--- src/rtl/i2c_reg_pkg.sv ---
package i2c_reg_pkg;
  typedef enum logic [2:0] {
    ST_IDLE,
    ST_ADDR,
    ST_AACK,
    ST_WR,
    ST_WACK,
    ST_RD,
    ST_RACK
  } i2c_st_e;

  localparam logic [5:0] DEV_ADDR_HI = 6'b100010;
endpackage

--- src/rtl/i2c_glitch_filter.sv ---
module i2c_glitch_filter #(
  parameter int FILT_LEN = 3
) (
  input  logic clk_i,
  input  logic rst_ni,
  input  logic in_i,
  output logic out_o
);
  localparam int CW = $clog2(FILT_LEN + 1);

  logic [1:0]    sync_q;
  logic [CW-1:0] cnt_q;

  always_ff @(posedge clk_i or negedge rst_ni) begin
    if (!rst_ni) begin
      sync_q <= 2'b11;
      cnt_q  <= '0;
      out_o  <= 1'b1;
    end else begin
      sync_q <= {sync_q[0], in_i};
      if (sync_q[1] == out_o) begin
        cnt_q <= '0;
      end else if (cnt_q == CW'(FILT_LEN - 1)) begin
        out_o <= sync_q[1];
        cnt_q <= '0;
      end else begin
        cnt_q <= cnt_q + 1'b1;
      end
    end
  end
endmodule

--- src/rtl/i2c_bus_cond.sv ---
module i2c_bus_cond (
  input  logic clk_i,
  input  logic rst_ni,
  input  logic scl_i,
  input  logic sda_i,
  output logic scl_rise_o,
  output logic scl_fall_o,
  output logic start_o,
  output logic stop_o
);
  logic scl_q, sda_q;

  always_ff @(posedge clk_i or negedge rst_ni) begin
    if (!rst_ni) begin
      scl_q <= 1'b1;
      sda_q <= 1'b1;
    end else begin
      scl_q <= scl_i;
      sda_q <= sda_i;
    end
  end

  assign scl_rise_o = scl_i & ~scl_q;
  assign scl_fall_o = ~scl_i & scl_q;
  assign start_o    = scl_i & scl_q & sda_q & ~sda_i;
  assign stop_o     = scl_i & scl_q & ~sda_q & sda_i;
endmodule

--- src/rtl/i2c_slave_fsm.sv ---
module i2c_slave_fsm
  import i2c_reg_pkg::*;
(
  input  logic       clk_i,
  input  logic       rst_ni,
  input  logic       scl_rise_i,
  input  logic       scl_fall_i,
  input  logic       sda_i,
  input  logic       start_i,
  input  logic       stop_i,
  input  logic       addr_sel_i,
  input  logic [7:0] rdata_i,
  output logic       sda_oe_o,
  output logic [7:0] ptr_o,
  output logic       wr_en_o,
  output logic [7:0] wr_addr_o,
  output logic [7:0] wr_data_o
);
  i2c_st_e    st_q;
  logic [7:0] sh_q;
  logic [3:0] cnt_q;
  logic       rw_q, first_q, nack_q;

  always_ff @(posedge clk_i or negedge rst_ni) begin
    if (!rst_ni) begin
      st_q      <= ST_IDLE;
      sh_q      <= '0;
      cnt_q     <= '0;
      rw_q      <= 1'b0;
      first_q   <= 1'b0;
      nack_q    <= 1'b0;
      sda_oe_o  <= 1'b0;
      ptr_o     <= '0;
      wr_en_o   <= 1'b0;
      wr_addr_o <= '0;
      wr_data_o <= '0;
    end else begin
      wr_en_o <= 1'b0;
      if (start_i) begin
        st_q     <= ST_ADDR;
        cnt_q    <= '0;
        sda_oe_o <= 1'b0;
        first_q  <= 1'b1;
      end else if (stop_i) begin
        st_q     <= ST_IDLE;
        sda_oe_o <= 1'b0;
      end else begin
        unique case (st_q)
          ST_ADDR, ST_WR: begin
            if (scl_rise_i) begin
              sh_q  <= {sh_q[6:0], sda_i};
              cnt_q <= cnt_q + 1'b1;
            end else if (scl_fall_i && cnt_q == 4'd8) begin
              if (st_q == ST_ADDR) begin
                if (sh_q[7:1] == {DEV_ADDR_HI, addr_sel_i}) begin
                  rw_q     <= sh_q[0];
                  sda_oe_o <= 1'b1;
                  st_q     <= ST_AACK;
                end else begin
                  st_q <= ST_IDLE;
                end
              end else begin
                sda_oe_o <= 1'b1;
                st_q     <= ST_WACK;
                if (first_q) begin
                  ptr_o   <= sh_q;
                  first_q <= 1'b0;
                end else begin
                  wr_en_o   <= 1'b1;
                  wr_addr_o <= ptr_o;
                  wr_data_o <= sh_q;
                  ptr_o     <= ptr_o + 1'b1;
                end
              end
            end
          end
          ST_AACK: begin
            if (scl_fall_i) begin
              cnt_q <= '0;
              if (rw_q) begin
                sh_q     <= rdata_i;
                ptr_o    <= ptr_o + 1'b1;
                sda_oe_o <= ~rdata_i[7];
                st_q     <= ST_RD;
              end else begin
                sda_oe_o <= 1'b0;
                st_q     <= ST_WR;
              end
            end
          end
          ST_WACK: begin
            if (scl_fall_i) begin
              sda_oe_o <= 1'b0;
              cnt_q    <= '0;
              st_q     <= ST_WR;
            end
          end
          ST_RD: begin
            if (scl_fall_i) begin
              if (cnt_q == 4'd7) begin
                sda_oe_o <= 1'b0;
                st_q     <= ST_RACK;
              end else begin
                sh_q     <= {sh_q[6:0], 1'b0};
                sda_oe_o <= ~sh_q[6];
                cnt_q    <= cnt_q + 1'b1;
              end
            end
          end
          ST_RACK: begin
            if (scl_rise_i) begin
              nack_q <= sda_i;
            end else if (scl_fall_i) begin
              if (nack_q) begin
                st_q <= ST_IDLE;
              end else begin
                sh_q     <= rdata_i;
                ptr_o    <= ptr_o + 1'b1;
                sda_oe_o <= ~rdata_i[7];
                cnt_q    <= '0;
                st_q     <= ST_RD;
              end
            end
          end
          default: ;
        endcase
      end
    end
  end
endmodule

--- src/rtl/i2c_reg_bank.sv ---
module i2c_reg_bank #(
  parameter int                      NUM_REGS = 4,
  parameter logic [NUM_REGS*8-1:0]   RO_MASK  = '0,
  parameter logic [NUM_REGS*8-1:0]   RSV_MASK = '0
) (
  input  logic                  clk_i,
  input  logic                  rst_ni,
  input  logic                  wr_en_i,
  input  logic [7:0]            wr_addr_i,
  input  logic [7:0]            wr_data_i,
  input  logic [7:0]            rd_addr_i,
  input  logic [NUM_REGS*8-1:0] ro_val_i,
  output logic [7:0]            rd_data_o,
  output logic [NUM_REGS*8-1:0] regs_o
);
  logic [7:0] view [NUM_REGS];

  for (genvar g = 0; g < NUM_REGS; g++) begin : g_reg
    localparam logic [7:0] RO = RO_MASK[g*8 +: 8];
    localparam logic [7:0] RS = RSV_MASK[g*8 +: 8];
    localparam logic [7:0] WM = ~RO & ~RS;
    logic [7:0] q;

    always_ff @(posedge clk_i or negedge rst_ni) begin
      if (!rst_ni) q <= '0;
      else if (wr_en_i && wr_addr_i == 8'(g)) q <= (q & ~WM) | (wr_data_i & WM);
    end

    assign view[g]         = (q & WM) | (ro_val_i[g*8 +: 8] & RO & ~RS);
    assign regs_o[g*8 +: 8] = q & WM;
  end

  always_comb begin
    rd_data_o = '0;
    for (int i = 0; i < NUM_REGS; i++) begin
      if (rd_addr_i == 8'(i)) rd_data_o = view[i];
    end
  end
endmodule

--- src/rtl/i2c_reg_slave.sv ---
module i2c_reg_slave #(
  parameter int                    NUM_REGS = 4,
  parameter int                    FILT_LEN = 3,
  parameter logic [NUM_REGS*8-1:0] RO_MASK  = 'h0000_F000,
  parameter logic [NUM_REGS*8-1:0] RSV_MASK = 'h0003_0000
) (
  input  logic                  clk_i,
  input  logic                  rst_ni,
  input  logic                  scl_i,
  input  logic                  sda_i,
  output logic                  sda_oe_o,
  input  logic                  addr_sel_i,
  input  logic [NUM_REGS*8-1:0] ro_val_i,
  output logic [NUM_REGS*8-1:0] regs_o
);
  logic [1:0] line_raw, line_f;
  logic       scl_f, sda_f;
  logic       scl_rise, scl_fall, start, stop;
  logic [7:0] ptr, wr_addr, wr_data, rdata;
  logic       wr_en;

  assign line_raw = {sda_i, scl_i};

  for (genvar l = 0; l < 2; l++) begin : g_filt
    i2c_glitch_filter #(.FILT_LEN(FILT_LEN)) u_filt (
      .clk_i (clk_i),
      .rst_ni(rst_ni),
      .in_i  (line_raw[l]),
      .out_o (line_f[l])
    );
  end

  assign scl_f = line_f[0];
  assign sda_f = line_f[1];

  i2c_bus_cond u_cond (
    .clk_i     (clk_i),
    .rst_ni    (rst_ni),
    .scl_i     (scl_f),
    .sda_i     (sda_f),
    .scl_rise_o(scl_rise),
    .scl_fall_o(scl_fall),
    .start_o   (start),
    .stop_o    (stop)
  );

  i2c_slave_fsm u_fsm (
    .clk_i     (clk_i),
    .rst_ni    (rst_ni),
    .scl_rise_i(scl_rise),
    .scl_fall_i(scl_fall),
    .sda_i     (sda_f),
    .start_i   (start),
    .stop_i    (stop),
    .addr_sel_i(addr_sel_i),
    .rdata_i   (rdata),
    .sda_oe_o  (sda_oe_o),
    .ptr_o     (ptr),
    .wr_en_o   (wr_en),
    .wr_addr_o (wr_addr),
    .wr_data_o (wr_data)
  );

  i2c_reg_bank #(
    .NUM_REGS(NUM_REGS),
    .RO_MASK (RO_MASK),
    .RSV_MASK(RSV_MASK)
  ) u_bank (
    .clk_i    (clk_i),
    .rst_ni   (rst_ni),
    .wr_en_i  (wr_en),
    .wr_addr_i(wr_addr),
    .wr_data_i(wr_data),
    .rd_addr_i(ptr),
    .ro_val_i (ro_val_i),
    .rd_data_o(rdata),
    .regs_o   (regs_o)
  );
endmodule

--- config.mk ---
export PLATFORM = sky130hd
export DESIGN_NAME = i2c_reg_slave
export DESIGN_NICKNAME = d
export VERILOG_FILES = /design/src/rtl/i2c_reg_pkg.sv /design/src/rtl/i2c_glitch_filter.sv /design/src/rtl/i2c_bus_cond.sv /design/src/rtl/i2c_slave_fsm.sv /design/src/rtl/i2c_reg_bank.sv /design/src/rtl/i2c_reg_slave.sv
export SDC_FILE = /design/constraint.sdc
export NUM_CORES = 1
export LEC_CHECK = 0
export ABC_AREA = 1
export BUFFER_PORTS_ARGS = -buffer_cell sky130_fd_sc_hd__clkbuf_2
export CORE_AREA = 2 2 87 110
export DETAILED_ROUTE_END_ITERATION = 7
export DIE_AREA = 0 0 89 112
export PLACE_DENSITY = 0.77
export SLEW_MARGIN = 40
export SYNTH_ARGS = -nofsm -noshare
export SYNTH_HDL_FRONTEND = slang
export SYNTH_HIERARCHICAL = 1
export SYNTH_SLANG_ARGS = --single-unit
export TNS_END_PERCENT = 30
--- constraint.sdc ---
create_clock -name clk_i -period 2.7 [get_ports clk_i]
set_clock_uncertainty 0.1 [all_clocks]
set_input_delay 0.135 -clock clk_i [delete_from_list [all_inputs] [get_ports clk_i]]
set_output_delay 0.135 -clock clk_i [all_outputs]
set_load 0.01 [all_outputs]
======== Yosys cells after proc, flatten, opt, wreduce, memory -nomap -nowiden ========
Cells that the tools add are included.
storage, ports and cells
  bits in registers ....................... 88
  bits of input ports ..................... 37
  output and inout bits ................... 33
  logic and storage cells ................. 206
operators by class
  add/sub/neg operators ................... 4
  equal/unequal tests ..................... 50
  multiplexer cells ....................... 80
  bitwise gates (word level) .............. 23
  reductions and logical operators ........ 26
operators by type and width
  kind                 number
  $mux 8               21
  $mux 3               13
  $mux 4               9
  $eq 8x2->1 const B   4
  $pmux 8 s4           1
  $mux 1               27
  $ne 4x3->1 const B   6
  $pmux 8 s3           1
  $reduce_and 11->1    2
  $reduce_and 9->1     2
  $eq 8x1->1 const B   2
  $logic_not 8->1      2
  $ne 2x2->1 const B   8
  $pmux 4 s4           1
  $pmux 3 s5           1
  $reduce_and 7->1     2
  $not 1->1            13
  $ne 2x1->1 const B   6
  $ne 3x3->1 const B   4
  $ne 4x4->1 const B   3
  $mux 2               5
  $reduce_and 10->1    1
  $eq 3x3->1 const B   3
  $add 8x1->8 const B  1
  other kinds (27)     45

======== Depth between registers and ports, before layout ========
  depth after elaboration ................. 12
  mapped depth ............................ 12
  mapped depth without buffers ............ 11

======== Modules after synthesis ========
The synthesis kept the hierarchy.
modules (own cells, without submodules)
  module             instances  cells an instance  area an instance (µm²)  seq. area each (µm²)
  i2c_slave_fsm      1          351                2546.2                  1101.1
  i2c_reg_bank       1          195                1445.1                  650.6
  i2c_glitch_filter  2          21                 190.2                   128.9
  i2c_bus_cond       1          13                 93.8                    52.6

======== Least setup slack after synthesis ========
OpenSTA, ideal clock, no wires.
  path type ............................... register to register
  start ................................... reg g_filt[1].u_filt.out_o
  end ..................................... reg u_fsm.sh_q[0]
  library setup time ...................... 0.117 ns
  data arrival time ....................... 1.676 ns
  required time ........................... 2.483 ns
  path slack .............................. 0.807 ns
  cell stages (with the launch flop) ...... 12
  path buffers ............................ 0
  period minus slack after synthesis ...... 1.893 ns
  path through ............................ dfstp_2 > inv_1 > nand2_1 > nor2_1 > inv_2 > nand2_1 > inv_1 > nand2_2 > nor3_4 > nand2_2 > nand2_1 > nand2_1
between the ends
  longest elaborated chain between the ends .. 4
  elaborated cells on any way between the ends .. 8
  classes of those cells .................. mux: 2; bitwise: 5; reduce/logical: 1
ends and longest elaborated chain
  element                      line                     source
  start, declared              i2c_glitch_filter.sv:7   output logic out_o
  start signal, assigned       i2c_glitch_filter.sv:24  out_o <= sync_q[1];
  $not 1->1                    i2c_bus_cond.sv:25       assign start_o = scl_i & scl_q & sda_q & ~sda_i;
  $and 1x1->1                  i2c_bus_cond.sv:25
  net start                    i2c_reg_slave.sv:18      logic scl_rise, scl_fall, start, stop;
  $not 1->1 (no line)          --
  $reduce_and 11->1 (no line)  --
  end signal, assigned         i2c_slave_fsm.sv:51      sh_q <= {sh_q[6:0], sda_i};
  end signal, assigned         i2c_slave_fsm.sv:81      sh_q <= rdata_i;
  end signal, assigned         i2c_slave_fsm.sv:104     sh_q <= {sh_q[6:0], 1'b0};
  end, declared                i2c_slave_fsm.sv:20      logic [7:0] sh_q;
The timed path passes the listed nets, and every way through them passes these cells. The select of a mux whose other input is x is not followed.
A chain may end at the register's enable or synchronous reset.

======== Worst setup path after layout ========
  start ................................... reg g_filt[1].u_filt.out_o
  end ..................................... reg u_fsm.ptr_o[3]
between the ends
  longest elaborated chain between the ends .. 4
  elaborated cells on any way between the ends .. 6
  classes of those cells .................. bitwise: 5; reduce/logical: 1
ends and longest elaborated chain
  element                      line                 source
  $not 1->1                    i2c_bus_cond.sv:25
  $and 1x1->1                  i2c_bus_cond.sv:25
  net start                    i2c_reg_slave.sv:18
  $not 1->1 (no line)          --
  $reduce_and 11->1 (no line)  --
  end signal, assigned         i2c_slave_fsm.sv:66  ptr_o <= sh_q;
  end signal, assigned         i2c_slave_fsm.sv:72  ptr_o <= ptr_o + 1'b1;
  end signal, assigned         i2c_slave_fsm.sv:82  ptr_o <= ptr_o + 1'b1;
  end, declared                i2c_slave_fsm.sv:14  output logic [7:0] ptr_o,
The timed path passes the listed nets, and every way through them passes these cells.

==> metrics.txt <==
number of synthesized register bits 82; IO Port Bufs 35; CP Class flop to flop; Total GRT Usage 22.0%; die area 0.00997 mm2; register-to-register setup slack 410 ps; Period minus WS final 2290 ps; simple-gate share of the synthesized area 38.0%; CTS H-Tree Depth 3; max-slew violations 0; leading area contributor after synthesis dfrtp_1; Primary FF master, synth dfrtp_1; Critical Path Start Type flop; Syn Area/Cell 7.43 um2; Post-Syn Instances 601; largest cells by area after synthesis dfrtp_1, nand2_1, nand3_1; CTS tree yes; post-synthesis sequential area ratio 46.2%; DIE WIDTH 89 um; TritonRoute pass-1 iters 5; hold crit path type input port to flop; RSZ-0062 raised after global routing no; Initial Utilization 49.7%; Worst-Margin Slew 724 ps; Layout area overhead 13.8%; Worst Path Required 2810 ps; Routed WL per cell 13.6 um; first-pass GRT wire length 17.3 mm; WP data arrival 2400 ps; outcome completed; Crit. End Element flop; maximum number of pins on one net before global-route repair 83; FFs w/ async S/R, synth 100%; RePlAce Congestion 0.889; met2 Use GR 38.3%; number of global-route vias before repair 3804; Core Box Area 0.00898 mm2; headroom to the max-slew limit 51.7%; final hold violations 0; R2R Path Start g_filt[1].u_filt/out_o; DRT antenna net count 0; CTS buffer count 9; Overall Power 4.93 mW; TNS Setup 0 ps; most common cell in the netlist nand2_1; CTS root buf clkbuf_16; Post-synth EDFFs 0; Ports 70; Vert. Die Dim 112 um; synthesized area 0.00447 mm2; Final Util 56.6%; hold path depth 7; CP Max Fanout 11; post-synthesis adder-cell area fraction 0.841%; M1 GR Usage 26.9%; largest family of logic cells by synthesized area simple AND/OR/NAND/NOR gates; endpoints failing setup 0; period utilization 84.9%; post-synthesis mux area share 0.224%; Initial DRC Count 306; top cells by count, synth nand2_1, nand3_1, dfrtp_1; worst-case clock buffer depth 2; Peak supply drop 0.557 mV; Rows 39; Final Net Count 678; complex-gate fraction of the synthesized area 5.88%; initial antenna violation count 0; min-delay src addr_sel_i; DP Wirelength 7.50 mm; reg2reg path depth 11; Ant. Diodes 0; drt total wl 10.4 mm; Worst-path clk slew 60 ps; DRC violations left 0; share of layout cells above drive strength 1 15.7%; fillcell total 863; Power Density 969 mW/mm2; max_cap viols 0; gr ovfl total 0; xor/xnor cell area share of the yosys netlist 0.196%; Ys Warns 6; fmax 0.436 GHz; worst skew pair latency 330 ps; busiest metal layer after global routing met2; post-CTS resize count 0; routed via count 4039; FF-to-FF End u_fsm/ptr_o[3]; Sink Count 82; post-synth cell types 35; met3 track demand over resource 4.30%; Vias/cell 5.27; Pleak 2.72 nW; post-synth top area share 41.5%; Hold Crit Endpoint u_fsm/rw_q
[cell families (layout without fill, tap and decap cells)]
logic type,after synthesis,in the layout
fa+ha+maj,3,3
flops,82,82
simple gates,381,381
xor+xnor,1,1
buf+inv,85,122
mux,1,1
compound gates,47,47
other cells,1,6
[how the worst max path moves through the flow]
stage / end / from / slack, ps
floorplan: u_fsm/sh_q[0] / g_filt[1].u_filt/out_o / 810
global placement: u_fsm/ptr_o[3] / g_filt[1].u_filt/out_o / 460
detailed placement: u_fsm/ptr_o[3] / g_filt[1].u_filt/out_o / 430
CTS: u_fsm/ptr_o[3] / g_filt[1].u_filt/out_o / 410
global route: u_fsm/ptr_o[3] / g_filt[1].u_filt/out_o / 180
finish: u_fsm/ptr_o[3] / g_filt[1].u_filt/out_o / 410
[critical path, cell delays in order (launching register included)]
cell     delay [ps]
dfstp_2         570
inv_1            50
nand2_1          50
nor2_1           50
inv_2           120
nand2_1         160
inv_1           210
nand2_2         110
nor2_2          220
nand2_1         310
nand2_1         160
o21ai_2          60
[where the power goes]
| part | internal [mW] | switching (mW) | total (mW) |
|---|---|---|---|
| Sequential | 1.46 | 0.270 | 1.73 |
| Clock | 0.931 | 0.475 | 1.41 |
| Combinational | 0.542 | 1.25 | 1.79 |
[area by class of cell]
| cell class | instances | area, um2 | share of cell area (%) |
|---|---|---|---|
| tap | 123 | 154 | 3.03 |
| timing repair buffer | 41 | 234 | 4.60 |
| clock inverter | 6 | 113 | 2.22 |
| clock buffer | 10 | 239 | 4.70 |
| multi-input combinational | 439 | 2040 | 40.1 |
| inverter | 65 | 244 | 4.80 |
| sequential | 82 | 2060 | 40.6 |
[layer usage]
layer | share of wire, % | vias to the layer above
li1 | - | 1987
met3 | 5.6 | 24
met5 | 0 | -
met1 | 41 | 1871
met4 | 1.9 | 0
met2 | 51 | 157
[cell usage in the layout, fill, tap and decap left out, types with 2 or more instances in the layout]
cell and n:
a31oi_1 2, dlygate4sd3_1 3, o21ai_1 2, nand2_2 9
nor2_4 3, nor4_1 2, buf_4 3, conb_1 6
inv_2 6, inv_1 58, o21ai_0 21, nor2_2 8
a21oi_2 4, clkbuf_16 9, dfstp_2 8, ha_1 3
clkbuf_2 34, nand2_1 195, or2_2 2, o21ai_2 2
nand3_1 87, nand4_1 11, bufinv_16 3, nor2_1 56
nor3_1 2, dfrtp_1 74, a21oi_1 15, nand3_2 2
[registers in the layout, summed over array words and instances (netlist names)]
signal                flops
u_fsm/sda_oe_o            1
u_fsm/rw_q                1
u_bank/g.q               26
g_filt.u_filt/sync_q      4
u_fsm/ptr_o               8
u_fsm/wr_en_o             1
g_filt.u_filt/cnt_q       4
g_filt.u_filt/out_o       2
u_cond/scl_q              1
u_fsm/wr_data_o           8
u_fsm/nack_q              1
u_fsm/cnt_q               4
u_cond/sda_q              1
u_fsm/st_q                3
u_fsm/sh_q                8
u_fsm/wr_addr_o           8
u_fsm/first_q             1
[what timing repair did]
item,in CTS,in global routing
endpoints found under the hold margin,76,0
buffers inserted,0,0
hold buffers,3,0
[per-stage QoR]
step | worst slack [ps] | std cells | instance area, um2 | hold WS [ps]
2_1_floorplan | 807 | 606 | 4480 | -261
3_3_place_gp | 459 | 747 | 4700 | 124
3_5_place_dp | 431 | 747 | 4700 | 125
4_1_cts | 415 | 766 | 5080 | 257
5_1_grt | 183 | 766 | 5080 | 264
6_report | 407 | 766 | 5080 | 253
Note: power is estimated with default switching activity, not from simulation.
